<file path="config.mk">
export PLATFORM = sky130hd
export DESIGN_NAME = volt_step_regulator
export DESIGN_NICKNAME = d
export VERILOG_FILES = /design/src/rtl/vsr_pkg.sv /design/src/rtl/vsr_step.sv /design/src/rtl/vsr_accum.sv /design/src/rtl/vsr_settle.sv /design/src/rtl/volt_step_regulator.sv
export SDC_FILE = /design/constraint.sdc
export NUM_CORES = 1
export LEC_CHECK = 0
export CAP_MARGIN = 30
export CELL_PAD_IN_SITES_DETAIL_PLACEMENT = 1
export CELL_PAD_IN_SITES_GLOBAL_PLACEMENT = 1
export CORE_MARGIN = 4
export CORE_UTILIZATION = 35
export DETAILED_ROUTE_END_ITERATION = 7
export DONT_BUFFER_PORTS = 1
export MAX_ROUTING_LAYER = met4
export PLACE_DENSITY_LB_ADDON = 0.25
export SYNTH_ARGS = -nofsm -noshare
export SYNTH_HDL_FRONTEND = slang
export SYNTH_SLANG_ARGS = --single-unit
</file>
<file path="constraint.sdc">
create_clock -name clk -period 7.4 [get_ports clk]
set_input_delay 0.37 -clock clk [delete_from_list [all_inputs] [get_ports clk]]
set_output_delay 0.37 -clock clk [all_outputs]
set_load 0.005 [all_outputs]
</file>
<file path="src/rtl/vsr_pkg.sv">
// Shared types for the switched-section regulator.
package vsr_pkg;
    // Loop phase: waiting for a sample, or waiting for the array to settle.
    typedef enum logic {
        PH_ACQ    = 1'b0,
        PH_SETTLE = 1'b1
    } vsr_phase_t;
endpackage

</file>
<file path="src/rtl/vsr_step.sv">
// Error and gain stage.
// Forms the signed error (reference - sample) and scales it by an
// arithmetic right shift. Purely combinational.
// Assumes both operands are unsigned and of the same width.
module vsr_step #(
    parameter int SAMPLE_W = 8,
    parameter int SHIFT_W  = 3
) (
    input  logic [SAMPLE_W-1:0]      ref_val,
    input  logic [SAMPLE_W-1:0]      sample_val,
    input  logic [SHIFT_W-1:0]       shift,
    output logic signed [SAMPLE_W:0] step
);
    localparam int ERR_W = SAMPLE_W + 1;

    logic signed [ERR_W-1:0] err;

    // Signed difference, then floor-rounded gain by arithmetic shift.
    always_comb begin
        err  = $signed({1'b0, ref_val}) - $signed({1'b0, sample_val});
        step = err >>> shift;
    end
endmodule

</file>
<file path="src/rtl/vsr_accum.sv">
// Saturating integrator whose state is the switch word itself.
// On take, the word becomes clamp(word + step, 0, 2^WORD_W-1). It also
// registers a one-cycle done pulse that is aligned with the new word.
// Assumes the step is a signed value that is at most WORD_W+1 bits wide.
module vsr_accum #(
    parameter int WORD_W = 8,
    parameter int STEP_W = 9
) (
    input  logic                     clk,
    input  logic                     rst_n,
    input  logic                     take,
    input  logic signed [STEP_W-1:0] step,
    output logic [WORD_W-1:0]        word_q,
    output logic                     done_q
);
    localparam int BASE_W = (WORD_W > STEP_W) ? WORD_W : STEP_W;
    localparam int SUM_W  = BASE_W + 2;
    localparam logic signed [SUM_W-1:0] MAXV = SUM_W'((1 << WORD_W) - 1);

    logic signed [SUM_W-1:0] sum;
    logic [WORD_W-1:0]       next_word;

    // Widen both operands, add them, and clamp the result to the word range.
    always_comb begin
        sum = $signed({{(SUM_W-WORD_W){1'b0}}, word_q})
            + $signed({{(SUM_W-STEP_W){step[STEP_W-1]}}, step});
        if (sum[SUM_W-1])
            next_word = '0;
        else if (sum > MAXV)
            next_word = '1;
        else
            next_word = sum[WORD_W-1:0];
    end

    // Word register and its done pulse.
    always_ff @(posedge clk) begin
        if (!rst_n) begin
            word_q <= '0;
            done_q <= 1'b0;
        end else begin
            done_q <= take;
            if (take)
                word_q <= next_word;
        end
    end
endmodule

</file>
<file path="src/rtl/vsr_settle.sv">
// Settle timer and acceptance gate.
// After each accepted sample, ignores samples for delay_val+1 edges.
// Disabling the loop returns it to the acquire phase at once.
// Assumes delay_val is stable whenever a sample is accepted.
module vsr_settle #(
    parameter int DELAY_W = 16
) (
    input  logic               clk,
    input  logic               rst_n,
    input  logic               enable,
    input  logic               sample_valid,
    input  logic [DELAY_W-1:0] delay_val,
    output logic               accept
);
    import vsr_pkg::*;

    vsr_phase_t         phase;
    logic [DELAY_W-1:0] cnt;

    // A sample counts only when enabled and no wait is running.
    assign accept = enable && sample_valid && (phase == PH_ACQ);

    // Phase and countdown sequencing.
    always_ff @(posedge clk) begin
        if (!rst_n || !enable) begin
            phase <= PH_ACQ;
            cnt   <= '0;
        end else if (accept) begin
            phase <= PH_SETTLE;
            cnt   <= delay_val;
        end else if (phase == PH_SETTLE) begin
            if (cnt == '0)
                phase <= PH_ACQ;
            else
                cnt <= cnt - 1'b1;
        end
    end
endmodule

</file>
<file path="src/rtl/volt_step_regulator.sv">
// Top level of the switched-section integral voltage regulator.
// Holds the reference and settle-delay registers and connects the
// error/gain stage, the saturating integrator and the settle timer.
// Assumes one sample per sample_valid strobe, in sample units.
module volt_step_regulator #(
    parameter int SAMPLE_W = 8,
    parameter int WORD_W   = 8,
    parameter int SHIFT_W  = 3,
    parameter int DELAY_W  = 16
) (
    input  logic                clk,
    input  logic                rst_n,
    input  logic                enable,
    input  logic                ref_load,
    input  logic [SAMPLE_W-1:0] ref_in,
    input  logic                delay_load,
    input  logic [DELAY_W-1:0]  delay_in,
    input  logic [SHIFT_W-1:0]  gain_shift,
    input  logic                sample_valid,
    input  logic [SAMPLE_W-1:0] sample,
    output logic [WORD_W-1:0]   switch_word,
    output logic                iteration_done
);
    localparam int STEP_W = SAMPLE_W + 1;

    logic [SAMPLE_W-1:0]      ref_q;
    logic [DELAY_W-1:0]       delay_q;
    logic signed [STEP_W-1:0] step;
    logic                     accept;

    // Operator-loaded reference and settle-delay registers.
    always_ff @(posedge clk) begin
        if (!rst_n) begin
            ref_q   <= '0;
            delay_q <= '0;
        end else begin
            if (ref_load)
                ref_q <= ref_in;
            if (delay_load)
                delay_q <= delay_in;
        end
    end

    vsr_step #(.SAMPLE_W(SAMPLE_W), .SHIFT_W(SHIFT_W)) u_step (
        .ref_val    (ref_q),
        .sample_val (sample),
        .shift      (gain_shift),
        .step       (step)
    );

    vsr_settle #(.DELAY_W(DELAY_W)) u_settle (
        .clk          (clk),
        .rst_n        (rst_n),
        .enable       (enable),
        .sample_valid (sample_valid),
        .delay_val    (delay_q),
        .accept       (accept)
    );

    vsr_accum #(.WORD_W(WORD_W), .STEP_W(STEP_W)) u_accum (
        .clk    (clk),
        .rst_n  (rst_n),
        .take   (accept),
        .step   (step),
        .word_q (switch_word),
        .done_q (iteration_done)
    );
endmodule

</file>
Word-level counts from Yosys, hierarchy flattened --
Cells that the tools add are included.
Storage, ports and cells: input port bits 41, output and inout bits 9, bits in registers 50
Cells by class: add/subtract/negate cells 3, shift-type cells 1, eq/ne operators 1, reductions and logical operators 8, order comparisons 1, multiplexer cells 8, bitwise gates (word level) 1
Operator list (number):
- two-way mux 16 bit | 3
- logical NOT 16 bit | 1
- two-way mux 8 bit | 2
- subtractor 16 x 1 -> 16 bit (second input constant) | 1
- > comparator 11 x 9 -> 1 bit (second input constant) | 1
- adder 9 x 9 -> 10 bit | 1
- >>> shifter 9 x 3 -> 9 bit | 1
- subtractor 8 x 8 -> 9 bit | 1
- two-way mux 1 bit | 3
- logical AND 1 bit | 2
- logical NOT 1 bit | 2
- inequality test 2 x 1 -> 1 bit (second input constant) | 1
- AND reduction 2 bit | 1
- nonzero test 2 bit | 1
- logical OR 1 bit | 1
- inverter 1 bit | 1

Longest topological paths before layout --
word-level depth 6, depth in mapped cells 17, depth with buffers taken out 17

By module --
A second synthesis with hierarchy kept.
Unflattened totals: cells, all modules 390, area, all modules 3469.6 µm²
Modules (own cells, without submodules):
- vsr_settle | cells an instance 122, area an instance 1056.0 µm², instances 1, sequential area each 340.3 µm²
- volt_step_regulator | cells an instance 77, area an instance 917.1 µm², instances 1, sequential area each 480.5 µm²
- vsr_accum | cells an instance 88, area an instance 772.0 µm², instances 1, sequential area each 180.2 µm²
- vsr_step | cells an instance 103, area an instance 724.4 µm², instances 1, sequential area each 0.0 µm²

Worst setup path before layout --
No wires, ideal clock.
path kind input to register, from input port sample[0], to register u_accum.word_q[4], arrival time 4174 ps, required time 7283 ps, setup time 117 ps, setup slack 3109 ps, stages 16, path through ha_1 -> fa_1 -> nor2b_1 -> o311a_1 -> o31a_1 -> nor2_1 -> a221o_1 -> a221o_1 -> ha_1 -> fa_1 -> a211oi_1 -> o211ai_1 -> a31oi_1 -> xor2_1 -> o21ai_0 -> a32o_1
Between the ends: word-level cells in the longest chain between the ends 6
Ends and longest elaborated chain:
- from (decl) | line volt_step_regulator.sv:20 | input logic [SAMPLE_W-1:0] sample,
- subtractor 8 x 8 -> 9 bit (*) | line vsr_step.sv:20 | err = $signed({1'b0, ref_val}) - $signed({1'b0, sample_val});
- >>> shifter 9 x 3 -> 9 bit (*) | line vsr_step.sv:21 | step = err >>> shift;
- adder 9 x 9 -> 10 bit (*) | line vsr_accum.sv:26 | + $signed({{(SUM_W-STEP_W){step[STEP_W-1]}}, step});
- > comparator 11 x 9 -> 1 bit | line vsr_accum.sv:29 | else if (sum > MAXV)
- two-way mux 8 bit | line vsr_accum.sv:29
- two-way mux 8 bit (*) | line vsr_accum.sv:27 | if (sum[SUM_W-1])
- to (signal assigned) | line vsr_accum.sv:43 | word_q <= next_word;
- to (decl) | line vsr_accum.sv:13 | output logic [WORD_W-1:0] word_q,
Every way passes the cells marked *; elsewhere a longest branch is shown, timed or not. A chain may end at the register's enable or synchronous reset.

Worst setup path in the final report --
from register ref_q[0], to register u_accum.word_q[4]
Between the ends: word-level cells in the longest chain between the ends 6
Ends and longest elaborated chain:
- from (decl) | line volt_step_regulator.sv:26 | logic [SAMPLE_W-1:0] ref_q;
- from (signal assigned) | line volt_step_regulator.sv:38 | ref_q <= ref_in;
- subtractor 8 x 8 -> 9 bit (*) | line vsr_step.sv:20
- >>> shifter 9 x 3 -> 9 bit (*) | line vsr_step.sv:21
- adder 9 x 9 -> 10 bit (*) | line vsr_accum.sv:26
- > comparator 11 x 9 -> 1 bit | line vsr_accum.sv:29
- two-way mux 8 bit | line vsr_accum.sv:29
- two-way mux 8 bit (*) | line vsr_accum.sv:27
Marks and branches as above.

==> results.toml <==
[status]
status = "completed"

[cells_and_area]
drive_gt1_share_pct = 6.03
utilization_pct = 37.9
n_antenna_cell = 0
area_delta_synth_final_pct = 5.61
layout.nets = 426
final_design_area_no_fill_mm2 = 0.00348

[timing]
fin_crit_ns = 4.74
fin_skew_ns = 0.00984
drv_slew = 0
setup_slack_ns = 2.66
rsz0062_at_grt = "no"
setup_viol = 0
max_freq_mhz = 211
tightestPinTransition_ns = 0.751
finalCritPeriodShare_pct = 64.1
slew-limit-headroom_pct = 49.6
fin_setup_tns_ns = 0
hold_viol = 0

[global_route]
antenna_found_initial = 0
busiest_layer = "met2"
grt_usage_pct = 16.3
use_met1_pct = 19.8
grt.met3_usage_pct = 2.96
grt_overflow = 0
grt_pass1_vias = 2882
grt_max_degree = 36
gr-usage-met2_pct = 27.5
grt_pass1_wl_um = 14500

[worst_setup_path]
rrSetupSlack_ns = 2.66
ff2ff_path_depth = 17
crit_slowest_cell = "fa_1"
crit_arrival_ns = 4.95
path_class = "reg -> reg"
slowest_delay_ns = 0.43
crit_required_ns = 7.61
path_delay_family = "compound AO/OA/AOI/OAI gates"
worst_setup_path_start_kind = "flop"
worstSetupEndpointType = "flop"
worst-path-buf-inv = 1
cp.depth = 17
cp_max_fo = 5
path_cells = "inv_1, ha_1, fa_1, nor2b_1, o311a_1, o31a_1, nor2_1, a221o_1, a221o_1, ha_1, fa_1, a211oi_1, o211ai_1, a31oi_1, xor2_1, o21ai_0, a32o_1"

[logic_synthesis]
yosysSeqAreaShare_pct = 30.3
synthTopCellsByArea = "dfxtp_1 30%, mux2i_1 7.9%, ha_1 7.2%, nor2b_1 5.1%, o21ai_0 3.0%"
synth_nets = 435
yosys.area.top_type = "dfxtp_1"
synth_top_area_share_pct = 30.3
synthCells = 373
synth_area_mm2 = 0.00330
synth_edf_count = 0
synth_ff_type = "dfxtp_1"
yosysUniqueCellTypes = 72
syn_avg_cell_area_um2 = 8.85
netlist_top_cells_count = "50 x dfxtp_1, 27 x nor2b_1, 26 x mux2i_1, 22 x nand2_1, 21 x nor2_1"
synth_warnings = 0
async_flop_share_pct = 0
synth_seq_cells = 50
synth_most_common_cell = "dfxtp_1"

[clock_network]
cts-resized-gates = 0
holdBufCountCts = 0
cts_tree = "built"
cts_root_buffer = "clkbuf_8"
htreeDepth = 2
cts_buffers = 5
clockBufferDepth = 2
cts_sinks = 50
post_cts_buffers = 0
clock_latency_ns = 0.31
cts.clk_slew.worst_paths_ns = 0.10

[pwr]
p_leak_nw = 1.32
pwr-share-clk_pct = 31.1
switching_share_pct = 30.1
combPwrFrac_pct = 23.8
peakVddDrop_mv = 0.0656
p_per_area_mw_per_mm2 = 185
seq_power_share_pct = 45.1
p_total_uw = 644
p_int_uw = 450
p_sw_uw = 194

[floorplanning]
io_pins = 50
row_count = 35
fp.dieW_um = 105
core_mm2 = 0.00920
die_area_mm2 = 0.0110
die_h_um = 105
start_util_pct = 35.9

[place]
gp_congestion = 0.814
hpwl_um = 6320
portBuffers = 0
pre_cts_ws_ns = 2.65
placed_cell_area_mm2 = 0.00337

[drt]
drtAntennaViolNets = 0
wl_per_cell_um = 18.1
route.detailed.drc = 0
drtIter0Drc = 128
vias = 2782
drt_wl_total_um = 8620
vias_per_cell = 5.84
drt_pass1_iterations = 4

[worst_hold_path]
min_path_type = "in -> reg"
hold_path_depth = 1

[job]
drv_cap = 0
## power groups by stage
stage                     Clock (mW)  Sequential, mW  Combinational [mW]
after floorplan                    0           0.293               0.130
after global placement             0           0.296               0.150
after detailed placement           0           0.297               0.154
after CTS                      0.209           0.291               0.155
after global routing           0.220           0.292               0.172
final                          0.200           0.290               0.153
## layer usage
layer	vias to the layer above	wire [µm]
met2	37	4140
met4	0	149
met1	1357	4090
met5	-	0
li1	1379	-
met3	9	235
## through the flow
stage / hold slack [ns] / cells
4_1_cts: 0.176 / 476
3_5_place_dp: 0.457 / 468
6_report: 0.187 / 476
3_3_place_gp: 0.448 / 468
2_1_floorplan: 0.431 / 373
5_1_grt: 0.173 / 476
## path summary, 6_finish.rpt
path                            startpoint                 to
worst max-delay path              ref_q[0]  u_accum.word_q[4]
worst min-delay path                 rst_n         delay_q[8]
worst max register to register    ref_q[0]  u_accum.word_q[4]
worst min register to register  delay_q[4]    u_settle.cnt[4]
## worst reg2reg max path, cell delays in order (launching register included)
cell	delay, ns
dfxtp_1	0.35
inv_1	0.06
ha_1	0.19
fa_1	0.41
nor2b_1	0.17
o311a_1	0.28
o31a_1	0.20
nor2_1	0.10
a221o_1	0.36
a221o_1	0.30
ha_1	0.22
fa_1	0.43
a211oi_1	0.39
o211ai_1	0.15
a31oi_1	0.29
xor2_1	0.36
o21ai_0	0.16
a32o_1	0.23
## state kept, by name, summed over array words and instances (netlist names)
name,count
delay_q,16
u_settle.cnt,16
ref_q,8
u_accum.word_q,8
u_accum.done_q,1
u_settle.phase,1
## cell usage in the layout, fill, tap and decap left out, types with 6 or more instances in the layout
| cell | netlist | layout |
|---|---|---|
| nand2b_1 | 6 | 6 |
| nand2_1 | 22 | 22 |
| a31oi_1 | 8 | 8 |
| nor2_1 | 21 | 21 |
| inv_1 | 19 | 19 |
| nor3_1 | 7 | 7 |
| a211oi_1 | 6 | 6 |
| xor2_1 | 7 | 7 |
| ha_1 | 19 | 19 |
| nand3_1 | 7 | 7 |
| o21ai_0 | 20 | 20 |
| a21oi_1 | 14 | 14 |
| mux2i_1 | 26 | 26 |
| nor2b_1 | 27 | 27 |
| dfxtp_1 | 50 | 50 |
## kinds of logic (layout without fill, tap and decap cells)
group,count (synthesis),after routing,share of synthesized area (%)
xor gates and xnor gates,10,10,2.65
adders and majority gates,21,21,8.42
AOI/OAI and AO/OA,108,108,24.4
buffers and inverters,36,28,4.32
muxes,29,29,9.25
and+or+nand+nor,119,119,20.6
DFF,50,50,30.3
## cell type report
| class | count | area [µm²] |
|---|---|---|
| Clock inverter | 2 | 37.5 |
| Multi-Input combinational cell | 287 | 2160 |
| Sequential cell | 50 | 1000 |
| Inverter | 19 | 71.3 |
| Tap cell | 111 | 139 |
| Clock buffer | 6 | 72.6 |
| Timing Repair Buffer | 1 | 7.51 |
| Fill cell | 1081 | 5710 |
(Power assumes the default switching activity.)
